==> config.mk <==
export PLATFORM = sky130hd
export DESIGN_NAME = regdiv_clkgen
export DESIGN_NICKNAME = d
export VERILOG_FILES = /design/src/rtl/clkdiv_pkg.sv /design/src/rtl/clkdiv_rstsync.sv /design/src/rtl/clkdiv_decode.sv /design/src/rtl/clkdiv_regs.sv /design/src/rtl/clkdiv_core.sv /design/src/rtl/regdiv_clkgen.sv
export SDC_FILE = /design/constraint.sdc
export NUM_CORES = 1
export LEC_CHECK = 0
export ABC_CLOCK_PERIOD_IN_PS = 1900
export BUFFER_PORTS_ARGS = -buffer_cell sky130_fd_sc_hd__buf_2
export CORE_UTILIZATION = 30
export CTS_BUF_LIST = sky130_fd_sc_hd__clkbuf_8
export DETAILED_ROUTE_END_ITERATION = 10
export SYNTH_ARGS = -nofsm -noshare
export SYNTH_HDL_FRONTEND = slang
export SYNTH_SLANG_ARGS = --single-unit
export TNS_END_PERCENT = 100
==> constraint.sdc <==
create_clock -name clk_ref -period 1.9 [get_ports clk_ref]
set_input_delay 0.095 -clock clk_ref [delete_from_list [all_inputs] [get_ports clk_ref]]
set_output_delay 0.095 -clock clk_ref [all_outputs]
set_load 0.01 [all_outputs]
==> src/rtl/clkdiv_pkg.sv <==
`timescale 1ns/1ps
package clkdiv_pkg;

  // Rule used to turn the register field into a division ratio.
  typedef enum logic [1:0] {
    ENC_PLUS1  = 2'd0,
    ENC_DIRECT = 2'd1,
    ENC_POW2   = 2'd2,
    ENC_TABLE  = 2'd3
  } div_enc_e;

endpackage

==> src/rtl/clkdiv_rstsync.sv <==
`timescale 1ns/1ps
module clkdiv_rstsync #(
  parameter int unsigned STAGES = 2
) (
  input  logic clk,
  input  logic rst_n_in,
  output logic rst_n_out
);

  logic [STAGES-1:0] sync_q;
  logic [STAGES-1:0] sync_n;

  always_comb begin
    sync_n = {sync_q[STAGES-2:0], 1'b1};
  end

  always_ff @(posedge clk or negedge rst_n_in) begin
    if (!rst_n_in) begin
      sync_q <= '0;
    end else begin
      sync_q <= sync_n;
    end
  end

  assign rst_n_out = sync_q[STAGES-1];

endmodule

==> src/rtl/clkdiv_decode.sv <==
`timescale 1ns/1ps
module clkdiv_decode
  import clkdiv_pkg::*;
#(
  parameter div_enc_e    ENC       = ENC_PLUS1,
  parameter int unsigned DIV_W     = 7,
  parameter int unsigned MIN_DIV   = 1,
  parameter int unsigned MAX_DIV   = 127,
  parameter int unsigned TBL_N     = 16,
  parameter int unsigned TBL_EW    = 8,
  parameter logic [TBL_N*TBL_EW-1:0] DIV_TABLE = '0,
  parameter int unsigned DV_W      = 8
) (
  input  logic [DIV_W-1:0] code,
  output logic [DV_W-1:0]  div,
  output logic             ok
);

  localparam logic [31:0] DV_MAX = (32'd1 << DV_W) - 32'd1;

  logic [31:0] wide;

  // One decoding rule per build.
  generate
    if (ENC == ENC_PLUS1) begin : g_plus1
      assign wide = 32'(code) + 32'd1;
    end else if (ENC == ENC_DIRECT) begin : g_direct
      assign wide = 32'(code);
    end else if (ENC == ENC_POW2) begin : g_pow2
      always_comb begin
        wide = (32'(code) < 32'd31) ? (32'd1 << code) : 32'd0;
      end
    end else begin : g_table
      always_comb begin
        wide = '0;
        for (int i = 0; i < TBL_N; i++) begin
          if (32'(code) == 32'(i)) begin
            wide = 32'(DIV_TABLE[i*TBL_EW +: TBL_EW]);
          end
        end
      end
    end
  endgenerate

  generate
    if (ENC == ENC_TABLE) begin : g_ok_tbl
      assign ok = (wide != 32'd0) && (wide <= DV_MAX);
    end else begin : g_ok_rng
      assign ok = (wide != 32'd0) && (wide >= 32'(MIN_DIV)) && (wide <= 32'(MAX_DIV));
    end
  endgenerate

  assign div = wide[DV_W-1:0];

endmodule

==> src/rtl/clkdiv_regs.sv <==
`timescale 1ns/1ps
module clkdiv_regs
  import clkdiv_pkg::*;
#(
  parameter div_enc_e    ENC       = ENC_PLUS1,
  parameter int unsigned CTRL_W    = 32,
  parameter int unsigned DIV_W     = 7,
  parameter int unsigned DIV_SHIFT = 0,
  parameter int unsigned IDLE_BIT  = 8,
  parameter int unsigned LATCH_BIT = 9,
  parameter bit          LATCH_EN  = 1'b0,
  parameter bit          IDLE_INV  = 1'b0,
  parameter int unsigned MIN_DIV   = 1,
  parameter int unsigned MAX_DIV   = 127,
  parameter int unsigned RST_CODE  = 0,
  parameter int unsigned TBL_N     = 16,
  parameter int unsigned TBL_EW    = 8,
  parameter logic [TBL_N*TBL_EW-1:0] DIV_TABLE = '0,
  parameter int unsigned DV_W      = 8
) (
  input  logic              clk,
  input  logic              rst_n,
  input  logic              we,
  input  logic [CTRL_W-1:0] wdata,
  output logic [CTRL_W-1:0] rdata,
  output logic [DV_W-1:0]   pend_div,
  output logic [DV_W-1:0]   rst_div,
  output logic              aidle_en,
  output logic              err
);

  localparam logic [DIV_W-1:0] RST_FLD = DIV_W'(RST_CODE);

  logic [DIV_W-1:0] wr_fld;
  logic [DV_W-1:0]  wr_div;
  logic             wr_ok;
  logic [DV_W-1:0]  rst_dec;
  logic             rst_ok;
  logic             commit;
  logic             unused_wdata;

  logic [DIV_W-1:0] fld_q,   fld_n;
  logic             aidle_q, aidle_n;
  logic [DV_W-1:0]  pend_q,  pend_n;
  logic             err_q,   err_n;

  assign wr_fld       = wdata[DIV_SHIFT +: DIV_W];
  assign unused_wdata = ^wdata;

  clkdiv_decode #(
    .ENC(ENC), .DIV_W(DIV_W), .MIN_DIV(MIN_DIV), .MAX_DIV(MAX_DIV),
    .TBL_N(TBL_N), .TBL_EW(TBL_EW), .DIV_TABLE(DIV_TABLE), .DV_W(DV_W)
  ) u_wdec (
    .code (wr_fld),
    .div  (wr_div),
    .ok   (wr_ok)
  );

  clkdiv_decode #(
    .ENC(ENC), .DIV_W(DIV_W), .MIN_DIV(MIN_DIV), .MAX_DIV(MAX_DIV),
    .TBL_N(TBL_N), .TBL_EW(TBL_EW), .DIV_TABLE(DIV_TABLE), .DV_W(DV_W)
  ) u_rdec (
    .code (RST_FLD),
    .div  (rst_dec),
    .ok   (rst_ok)
  );

  // Unusable reset code falls back to pass-through.
  assign rst_div = rst_ok ? rst_dec : DV_W'(1);

  generate
    if (LATCH_EN) begin : g_latch
      assign commit = wdata[LATCH_BIT];
    end else begin : g_direct
      assign commit = 1'b1;
    end
  endgenerate

  always_comb begin
    fld_n   = fld_q;
    aidle_n = aidle_q;
    pend_n  = pend_q;
    err_n   = err_q;
    if (wr_ok) begin
      fld_n   = wr_fld;
      aidle_n = wdata[IDLE_BIT];
      if (commit) begin
        pend_n = wr_div;
      end
    end else begin
      err_n = 1'b1;
    end
  end

  always_ff @(posedge clk or negedge rst_n) begin
    if (!rst_n) begin
      fld_q   <= RST_FLD;
      aidle_q <= 1'b0;
      pend_q  <= rst_div;
      err_q   <= 1'b0;
    end else if (we) begin
      fld_q   <= fld_n;
      aidle_q <= aidle_n;
      pend_q  <= pend_n;
      err_q   <= err_n;
    end
  end

  always_comb begin
    rdata                      = '0;
    rdata[DIV_SHIFT +: DIV_W]  = fld_q;
    rdata[IDLE_BIT]            = aidle_q;
  end

  assign pend_div = pend_q;
  assign aidle_en = aidle_q ^ IDLE_INV;
  assign err      = err_q;

  AST_REJECT_KEEPS: assert property (@(posedge clk) disable iff (!rst_n)
    (we && !wr_ok) |=> ($stable(fld_q) && $stable(pend_q) && err_q));
  AST_ERR_STICKY: assert property (@(posedge clk) disable iff (!rst_n)
    err_q |=> err_q);
  AST_STAGE_ONLY: assert property (@(posedge clk) disable iff (!rst_n)
    (LATCH_EN && we && !wdata[LATCH_BIT]) |=> $stable(pend_q));
  AST_DIV_IN_RANGE: assert property (@(posedge clk) disable iff (!rst_n)
    (pend_q != '0) && ((ENC == ENC_TABLE) ||
     ((32'(pend_q) >= 32'(MIN_DIV)) && (32'(pend_q) <= 32'(MAX_DIV)))));

endmodule

==> src/rtl/clkdiv_core.sv <==
`timescale 1ns/1ps
module clkdiv_core #(
  parameter int unsigned DV_W = 8
) (
  input  logic            clk_ref,
  input  logic            rst_n,
  input  logic [DV_W-1:0] pend_div,
  input  logic [DV_W-1:0] rst_div,
  input  logic            aidle_en,
  input  logic            idle_req,
  output logic            clk_div
);

  logic [DV_W-1:0] cnt_q, cnt_n;
  logic [DV_W-1:0] cur_q, cur_n;
  logic            held_q, held_n;
  logic            out_q, out_n;
  logic            wrap;
  logic            idle_act;

  assign idle_act = aidle_en && idle_req;
  assign wrap     = held_q || (cnt_q == (cur_q - DV_W'(1)));

  // Period boundary: pick up staged ratio and idle decision.
  always_comb begin
    if (wrap) begin
      cur_n  = pend_div;
      held_n = idle_act;
      cnt_n  = '0;
    end else begin
      cur_n  = cur_q;
      held_n = held_q;
      cnt_n  = cnt_q + DV_W'(1);
    end
    out_n = !held_n && (cnt_n < (cur_n >> 1));
  end

  always_ff @(posedge clk_ref or negedge rst_n) begin
    if (!rst_n) begin
      cnt_q  <= '0;
      cur_q  <= rst_div;
      held_q <= 1'b0;
      out_q  <= (rst_div > DV_W'(1));
    end else begin
      cnt_q <= cnt_n;
      out_q <= out_n;
      if (wrap) begin
        cur_q  <= cur_n;
        held_q <= held_n;
      end
    end
  end

  // Ratio one bypasses the register stage.
  assign clk_div = ((cur_q == DV_W'(1)) && !held_q) ? clk_ref : out_q;

  AST_CNT_BELOW_DIV: assert property (@(posedge clk_ref) disable iff (!rst_n)
    cnt_q < cur_q);
  AST_FALL_AT_HALF: assert property (@(posedge clk_ref) disable iff (!rst_n)
    $fell(out_q) |-> (cnt_q == (cur_q >> 1)));
  AST_RISE_AT_START: assert property (@(posedge clk_ref) disable iff (!rst_n)
    $rose(out_q) |-> ((cnt_q == '0) && !held_q));
  AST_PARK_ENTER: assert property (@(posedge clk_ref) disable iff (!rst_n)
    (wrap && idle_act) |=> (held_q && !out_q));
  AST_PARKED_LOW: assert property (@(posedge clk_ref) disable iff (!rst_n)
    held_q |-> !clk_div);

endmodule

==> src/rtl/regdiv_clkgen.sv <==
`timescale 1ns/1ps
module regdiv_clkgen
  import clkdiv_pkg::*;
#(
  parameter div_enc_e    ENC       = ENC_PLUS1,
  parameter int unsigned CTRL_W    = 32,
  parameter int unsigned DIV_W     = 7,
  parameter int unsigned DIV_SHIFT = 0,
  parameter int unsigned IDLE_BIT  = 8,
  parameter int unsigned LATCH_BIT = 9,
  parameter bit          LATCH_EN  = 1'b0,
  parameter bit          IDLE_INV  = 1'b0,
  parameter int unsigned MIN_DIV   = 1,
  parameter int unsigned MAX_DIV   = 127,
  parameter int unsigned RST_CODE  = 0,
  parameter int unsigned TBL_N     = 16,
  parameter int unsigned TBL_EW    = 8,
  parameter logic [TBL_N*TBL_EW-1:0] DIV_TABLE = '0
) (
  input  logic              clk_ref,
  input  logic              rst_n,
  input  logic              reg_we,
  input  logic [CTRL_W-1:0] reg_wdata,
  output logic [CTRL_W-1:0] reg_rdata,
  input  logic              idle_req,
  output logic              clk_div,
  output logic              div_err
);

  localparam int unsigned RNG_W = $clog2(MAX_DIV + 1);
  localparam int unsigned DV_W  = (RNG_W > TBL_EW) ? RNG_W : TBL_EW;

  logic            rst_n_s;
  logic [DV_W-1:0] pend_div;
  logic [DV_W-1:0] rst_div;
  logic            aidle_en;

  clkdiv_rstsync #(.STAGES(2)) u_rst (
    .clk       (clk_ref),
    .rst_n_in  (rst_n),
    .rst_n_out (rst_n_s)
  );

  clkdiv_regs #(
    .ENC(ENC), .CTRL_W(CTRL_W), .DIV_W(DIV_W), .DIV_SHIFT(DIV_SHIFT),
    .IDLE_BIT(IDLE_BIT), .LATCH_BIT(LATCH_BIT), .LATCH_EN(LATCH_EN),
    .IDLE_INV(IDLE_INV), .MIN_DIV(MIN_DIV), .MAX_DIV(MAX_DIV),
    .RST_CODE(RST_CODE), .TBL_N(TBL_N), .TBL_EW(TBL_EW),
    .DIV_TABLE(DIV_TABLE), .DV_W(DV_W)
  ) u_regs (
    .clk      (clk_ref),
    .rst_n    (rst_n_s),
    .we       (reg_we),
    .wdata    (reg_wdata),
    .rdata    (reg_rdata),
    .pend_div (pend_div),
    .rst_div  (rst_div),
    .aidle_en (aidle_en),
    .err      (div_err)
  );

  clkdiv_core #(.DV_W(DV_W)) u_core (
    .clk_ref  (clk_ref),
    .rst_n    (rst_n_s),
    .pend_div (pend_div),
    .rst_div  (rst_div),
    .aidle_en (aidle_en),
    .idle_req (idle_req),
    .clk_div  (clk_div)
  );

endmodule

==> summary.md, run 1 <==
| Metric | Value |
|---|---|
| Most common flop cell mapped by yosys | dfrtp_1 |
| Critical Path Slowest Stage Cell | or4_4 |
| Largest net degree at the start of global routing | 36 |
| Placed Cells | 382 |
| ANT nets after route | 0 |
| Core area | 0.00694 mm2 |
| Delay-heaviest family, CP | simple AND/OR/NAND/NOR gates |
| Comb power frac | 57.6% |
| Critical path, cell by cell | or4_4 -> or3_1 -> a211oi_2 -> or2_1 -> a2bb2oi_4 -> buf_12 -> mux2_4 -> inv_2 -> ha_4 -> o21ai_2 -> a21oi_2 -> o311a_1 -> a2111oi_2 |
| Setup slack after placement | -1.48 ns |
| Critical path class | flop to flop |
| Flop2flop setup slack | -1.36 ns |
| Total of max-cap violations | 0 |
| VDD IR max | 0.622 mV |
| Sw frac | 36.8% |
| Area growth syn-to-layout | 42.9% |
| Initial core utilization | 31.9% |
| Global-route wire length before repair | 8.56 mm |
| Cell row count | 30 |
| Total global routing overflow | 0 |
| Die ar. | 0.00773 mm2 |
| Die Height | 87.9 um |
| DRC viols | 0 |
| Period utilization | 172% |
| Tmin final | 3.26 ns |
| Total vias in the final route | 1810 |
| Worst-skew pair later-pin latency | 0.39 ns |
| DP Wirelength | 3.63 mm |
| N_diodes | 0 |
| Initial antenna violation count | 0 |
| Mean post-synth cell area | 9.76 um2 |
| Skew final | 0.00623 ns |
| Internal | 2.96 mW |
| Clock Power Share | 18.4% |
| CP Launch Type | flop |
| Cell variety after synth | 37 |
| 1st-pass router iterations | 4 |
| Die Wd | 87.9 um |
| Synth area leader | dfrtp_1 |
| PwrDens | 1480 mW/mm2 |
| Flops & latches, synth | 37 |
| Vias in the first global route | 1801 |
| Crit. End Element | flop |
| Failing checks | negative setup slack |
| Number of synthesized flops with an enable pin | 0 |
| Outcome | complete, but fails checks |
| Vias per cell | 4.43 |
| Syn. warnings | 0 |
| Async set-or-reset flop fraction in the synthesized netlist | 100% |
| Post-synth top area share | 39.5% |
| RSZ-0062 raised after global routing | yes |
| Final Non-Filler Cells | 409 |
| Fmax | 0.306 GHz |
| Leak | 1.49 nW |
| Setup Viol. Count Final | 19 |
| I/O pin total | 70 |
| Mean routed wirelength per cell | 12.8 um |
| Endpoints failing hold | 0 |
| Clock tree from TritonCTS | yes |
| Port bufs | 21 |
| Routed WL | 5.25 mm |
| Final core occ | 45.6% |
| Gr usage total | 14.9% |
| Worst path required time | 2.18 ns |
| Smallest hold slack | 0.00824 ns |
| CP Max Fanout | 6 |
| Final Max Slew Viols | 0 |
| Worst Path Buf+Inv | 2 |
| Syn Inst Count | 227 |
| Dominant cells by area after synthesis | dfrtp_1 (40%), buf_4 (8.5%), mux2_2 (6.6%) |
| Layout cells sized above 1 | 41.9% |
| Switch Pwr | 1.73 mW |
| Sequential share of power | 24.0% |
| Iteration-0 DRC Markers | 67 |
| Final WS setup | -1.36 ns |
| CP peak stage delay | 0.53 ns |
| Synthesized area | 0.00221 mm2 |
| Clock-pin slew on the worst setup and hold paths | 0.08 ns |
| GPL Wtd Cong | 0.791 |
| Hold Crit Class | primary input to flop |
| Worst EP arrival | 3.55 ns |
| FILL cells | 666 |
| Nets | 359 |
| Post-synthesis sequential area ratio | 41.9% |
## worst reg2reg max path: stages (launching register included)
cell       delay, ns
dfrtp_1         0.38
or4_4           0.53
or3_1           0.33
a211oi_2        0.22
or2_1           0.19
a2bb2oi_4       0.21
buf_12          0.14
mux2_4          0.30
inv_2           0.07
ha_4            0.19
o21ai_2         0.12
a21oi_2         0.08
o311a_1         0.11
a2111oi_2       0.28
## power groups by stage
| stage | clock [mW] | combinational [mW] | sequential (mW) |
|---|---|---|---|
| global placement | 0.0303 | 2.15 | 1.13 |
| finish | 0.865 | 2.70 | 1.12 |
| CTS | 0.886 | 2.58 | 1.12 |
| global route | 0.930 | 2.93 | 1.15 |
| floorplan | 0.0206 | 1.29 | 1.17 |
| detailed placement | 0.0303 | 2.18 | 1.13 |
## repair_timing
action	in CTS	in global routing
setup endpoints to repair	19	24
pin swaps	16	6
hold buffers	7	1
buffers inserted	7	3
gates resized for setup	32	13
endpoints found under the hold margin	8	2
## synthesized netlist by cell type, types with 2 or more instances
library cell and number:
mux2_2 13, o31ai_1 2, conb_1 2, a21o_1 2, o21ai_0 13, o21bai_1 2, a21oi_1 4, xor2_1 9
nand4_1 3, nor4_1 2, ha_1 11, nand2_1 19, nor2_1 14, clkbuf_1 5, a31oi_1 4, nand2b_1 2
nor3_1 4, xnor2_1 13, dfrtp_1 35, nand3_1 9, buf_4 25, inv_1 14, and3_1 5, dfstp_2 2
## cells by family (layout without fill, tap and decap cells)
kind of cell,after synthesis,count (layout),synth area share [%]
compound gates,32,32,10.1
xor+xnor,22,22,8.70
buf+inv,46,109,12.4
other cells,2,25,0.339
simple gates,64,64,13.7
flops,37,37,41.9
fa+ha+maj,11,11,6.21
mux,13,13,6.61
## routing by layer
layer	GRT usage, %	up-vias	share of wire (%)
li1	-	884	-
met1	17.4	858	43
met2	25.7	59	51
met3	3.58	9	4.2
met4	7.00	0	1.7
met5	0	-	0
## cells in the final DEF, fill, tap and decap left out, drive strengths merged, types with 5 or more instances in the layout
| master | synthesis | layout |
|---|---|---|
| and3 | 5 | 5 |
| buf | 27 | 76 |
| clkbuf | 5 | 8 |
| conb | 2 | 25 |
| dfrtp | 35 | 35 |
| dlygate4sd3 | 0 | 8 |
| ha | 11 | 11 |
| inv | 14 | 15 |
| mux2 | 13 | 13 |
| nand2 | 19 | 19 |
| nand3 | 9 | 9 |
| nor2 | 15 | 15 |
| o21ai | 13 | 13 |
| xnor2 | 13 | 13 |
| xor2 | 9 | 9 |
## registers in the layout (all words and copies together), names as in the netlist
signal	flops
u_core.cnt_q	8
u_core.cur_q	8
u_core.held_q	1
u_core.out_q	1
u_regs.aidle_en	1
u_regs.err	1
u_regs.fld_q	7
u_regs.pend_div	8
u_rst.sync_q	2
## layout make-up
class	instances	area, um2	share of cell area, %
timing repair buffer	83	639	20.2
inverter	14	52.6	1.66
clock inverter	3	42.5	1.34
multi-input combinational	167	1270	40.0
tap	96	120	3.80
clock buffer	9	115	3.64
sequential	37	928	29.3
## stage by stage
step	power, mW	cell area, um2	setup TNS, ns
floorplan	2.48	2330	-8.72
global placement	3.31	2700	-8.52
detailed placement	3.34	2700	-9.22
CTS	4.59	3090	-9.38
global route	5.01	3160	-10.83
finish	4.69	3160	-9.14
## final timing paths
kind                                  from                 end  cells after the start
setup / recovery           u_core.cur_q[2]        u_core.out_q                     13
hold / removal                reg_wdata[4]     u_regs.fld_q[4]                      2
setup reg to reg           u_core.cur_q[2]        u_core.out_q                     13
hold reg to reg            u_rst.sync_q[1]     u_core.cnt_q[7]                      1
max in group asynchronous  u_rst.sync_q[1]  u_regs.pend_div[0]                      1
min in group asynchronous  u_rst.sync_q[1]     u_core.cnt_q[7]                      1
(Power assumes the default switching activity.)
==> inputs of run 2 (changes only) <==
--- a/config.mk
+++ b/config.mk
@@ -7,9 +7,10 @@
 export LEC_CHECK = 0
 export ABC_CLOCK_PERIOD_IN_PS = 1900
 export BUFFER_PORTS_ARGS = -buffer_cell sky130_fd_sc_hd__buf_2
-export CORE_UTILIZATION = 30
+export CORE_UTILIZATION = 50
 export CTS_BUF_LIST = sky130_fd_sc_hd__clkbuf_8
 export DETAILED_ROUTE_END_ITERATION = 10
+export PLACE_DENSITY = 0.79
 export SYNTH_ARGS = -nofsm -noshare
 export SYNTH_HDL_FRONTEND = slang
 export SYNTH_SLANG_ARGS = --single-unit
==> run 2 against run 1 <==
Sequential power hardly changed; final area decreased by 7.2%; worst setup slack lost 0.12 ns; register-to-register slack got worse by 0.12 ns; sequential share of layout area rose by 2.3 points; fmax fell by 3.7%; cell count is 13% lower; first-iteration DRC count up 49%; the flow still finishes with violations (negative setup slack); critical path depth stayed put; global-route usage grew 12 points.
==> summary.md, run 2 (same netlist as run 1, synthesis figures left out) <==
| Metric | Value |
|---|---|
| Worst-skew pair later-pin latency | 0.41 ns (+0.02 ns) |
| Failing checks | negative setup slack |
| RR Startpoint | u_core.cur_q[3] |
| Largest net degree at the start of global routing | 16 (-56%) |
| Outcome | complete, but fails checks |
| Routed WL | 5.21 mm (-0.65%) |
| Crit. End Element | flop |
| Iteration-0 DRC Markers | 100 (+49%) |
| Critical Path Slowest Stage Cell | or4_1 |
| Total global routing overflow | 0 (unchanged) |
| CP Max Fanout | 8 (+2) |
| Worst EP arrival | 3.69 ns (+0.14 ns) |
| DP Wirelength | 3.62 mm (-0.42%) |
| FILL cells | 287 (-57%) |
| Clock tree from TritonCTS | yes |
| Fmax | 0.295 GHz (-3.7%) |
| CP startpoint | u_core.cur_q[3] |
| VDD IR max | 0.715 mV (+15%) |
| Gr usage total | 26.5% (+12 points) |
| Skew final | 0.00902 ns (+0.00279 ns) |
| Met2 usage | 44.4% (+19 points) |
| Critical path, cell by cell | or4_1 -> or3_1 -> a211oi_2 -> or2_1 -> a2bb2oi_4 -> mux2_4 -> inv_2 -> ha_4 -> o21ai_2 -> a21oi_2 -> o31ai_1 -> nand3_1 -> a2111oi_2 |
| Layout cells sized above 1 | 34.9% (-7.0 points) |
| Worst Path Buf+Inv | 1 (-1) |
| CP peak stage delay | 0.54 ns (about the same) |
| DRC viols | 0 (unchanged) |
| CP Launch Type | flop |
| RSZ-0062 raised after global routing | yes |
| 1st-pass router iterations | 4 (unchanged) |
| Most frequent cells in the layout | buf_4 (43), dfrtp_1 (35), conb_1 (25) |
| Area growth syn-to-layout | 32.6% |
| Die Wd | 68.6 um (-22%) |
| Met1 usage | 28.9% (+11 points) |
| Die ar. | 0.00470 mm2 (-39%) |
| Total vias in the final route | 1780 (-1.7%) |
| Core area | 0.00412 mm2 (-41%) |
| Nets | 350 (-2.5%) |
| Vias per cell | 5.03 (+14%) |
| Total negative slack | -10.71 ns (-1.58 ns) |
| Initial antenna violation count | 0 (unchanged) |
| Commonest non-fill, non-tap cell in the layout | buf_4 |
| ANT nets after route | 0 (unchanged) |
| PwrDens | 1530 mW/mm2 (+3.4%) |
| Final Max Slew Viols | 0 (unchanged) |
| Setup slack after placement | -1.53 ns (-0.0493 ns) |
| Design Power | 4.50 mW (-4.0%) |
| N_diodes | 0 (unchanged) |
| Period utilization | 178% (+6.6 points) |
| Gr busiest metal | met2 |
| Tmin final | 3.39 ns (+0.125 ns) |
| Final WS setup | -1.49 ns (-0.125 ns) |
| Leak | 1.43 nW (-4.0%) |
| Worst path required time | 2.20 ns (+0.02 ns) |
| Port bufs | 21 (unchanged) |
| Hold Crit Class | primary input to flop |
| Endpoints failing hold | 0 (unchanged) |
| Setup Viol. Count Final | 19 (unchanged) |
| GPL Wtd Cong | 0.892 (+13%) |
| Vias in the first global route | 1809 (+0.44%) |
| Delay-heaviest family, CP | simple AND/OR/NAND/NOR gates |
| Worst hold start | reg_wdata[4] |
| Cell row count | 23 (-23%) |
| I/O pin total | 70 (unchanged) |
| Total of max-cap violations | 0 (unchanged) |
| Mean routed wirelength per cell | 14.7 um (+15%) |
| Clock-pin slew on the worst setup and hold paths | 0.08 ns (about the same) |
| Die Height | 68.6 um (-22%) |
| Met3 usage | 7.40% (+3.8 points) |
| Critical path class | flop to flop |
| Global-route wire length before repair | 8.45 mm (-1.2%) |
| Initial core utilization | 53.8% (+22 points) |
## run 2: worst register-to-register path, cell delays in order (launching register included)
cell	delay [ns]
dfrtp_1	0.39
or4_1	0.54
or3_1	0.34
a211oi_2	0.24
or2_1	0.18
a2bb2oi_4	0.31
mux2_4	0.35
inv_2	0.06
ha_4	0.19
o21ai_2	0.14
a21oi_2	0.09
o31ai_1	0.08
nand3_1	0.14
a2111oi_2	0.23
## run 2: cell type report
| type | count | area, um2 | area share [%] |
|---|---|---|---|
| well taps | 50 | 62.6 | 2.13 |
| repair buffers | 74 | 536 | 18.2 |
| clock inverters | 2 | 33.8 | 1.15 |
| clock buffers | 10 | 135 | 4.60 |
| flip-flops and latches | 37 | 928 | 31.6 |
| inverters | 14 | 52.6 | 1.79 |
| multi-input cells | 167 | 1190 | 40.5 |
## run 2: layer usage
layer / routed length (um) / part of all wire (%) / up-vias
li1: - / - / 866
met5: 0 / 0 / -
met2: 2710 / 52 / 66
met1: 2030 / 39 / 830
met4: 195 / 3.7 / 0
met3: 274 / 5.3 / 18
## run 2: worst paths after layout
check	end	slack [ns]	cells past startpoint
worst max register to register	u_core.out_q	-1.49	13
max in group asynchronous	u_regs.pend_div[0]	1.16	1
worst max-delay path	u_core.out_q	-1.49	13
min in group asynchronous	u_regs.fld_q[6]	0.15	0
worst min register to register	u_regs.fld_q[6]	0.15	0
worst min-delay path	u_regs.fld_q[4]	0.006	2
## run 2: stage by stage
stage	instance area, um2	instances	hold slack (ns)	util, %
after floorplan	2330	250	-0.201	-
after global placement	2600	332	-0.119	63.1
after detailed placement	2600	332	-0.119	63.1
after CTS	2920	353	0.00240	70.8
after global routing	2940	354	0.0113	71.4
final	2940	354	0.00636	71.4
## run 2: repair_timing
action,CTS,global route
pin swaps,15,5
hold buffers,8,1
hold endpoints to repair,8,1
buffers inserted,2,0
setup endpoints to repair,19,19
gates resized for setup,14,2
## run 2: report_power, final
group	switching, mW	leakage, nW	internal, mW
Combinational	1.21	0.879	1.24
Sequential	0.117	0.448	0.998
Clock	0.343	0.0998	0.598
Total	1.67	1.43	2.83
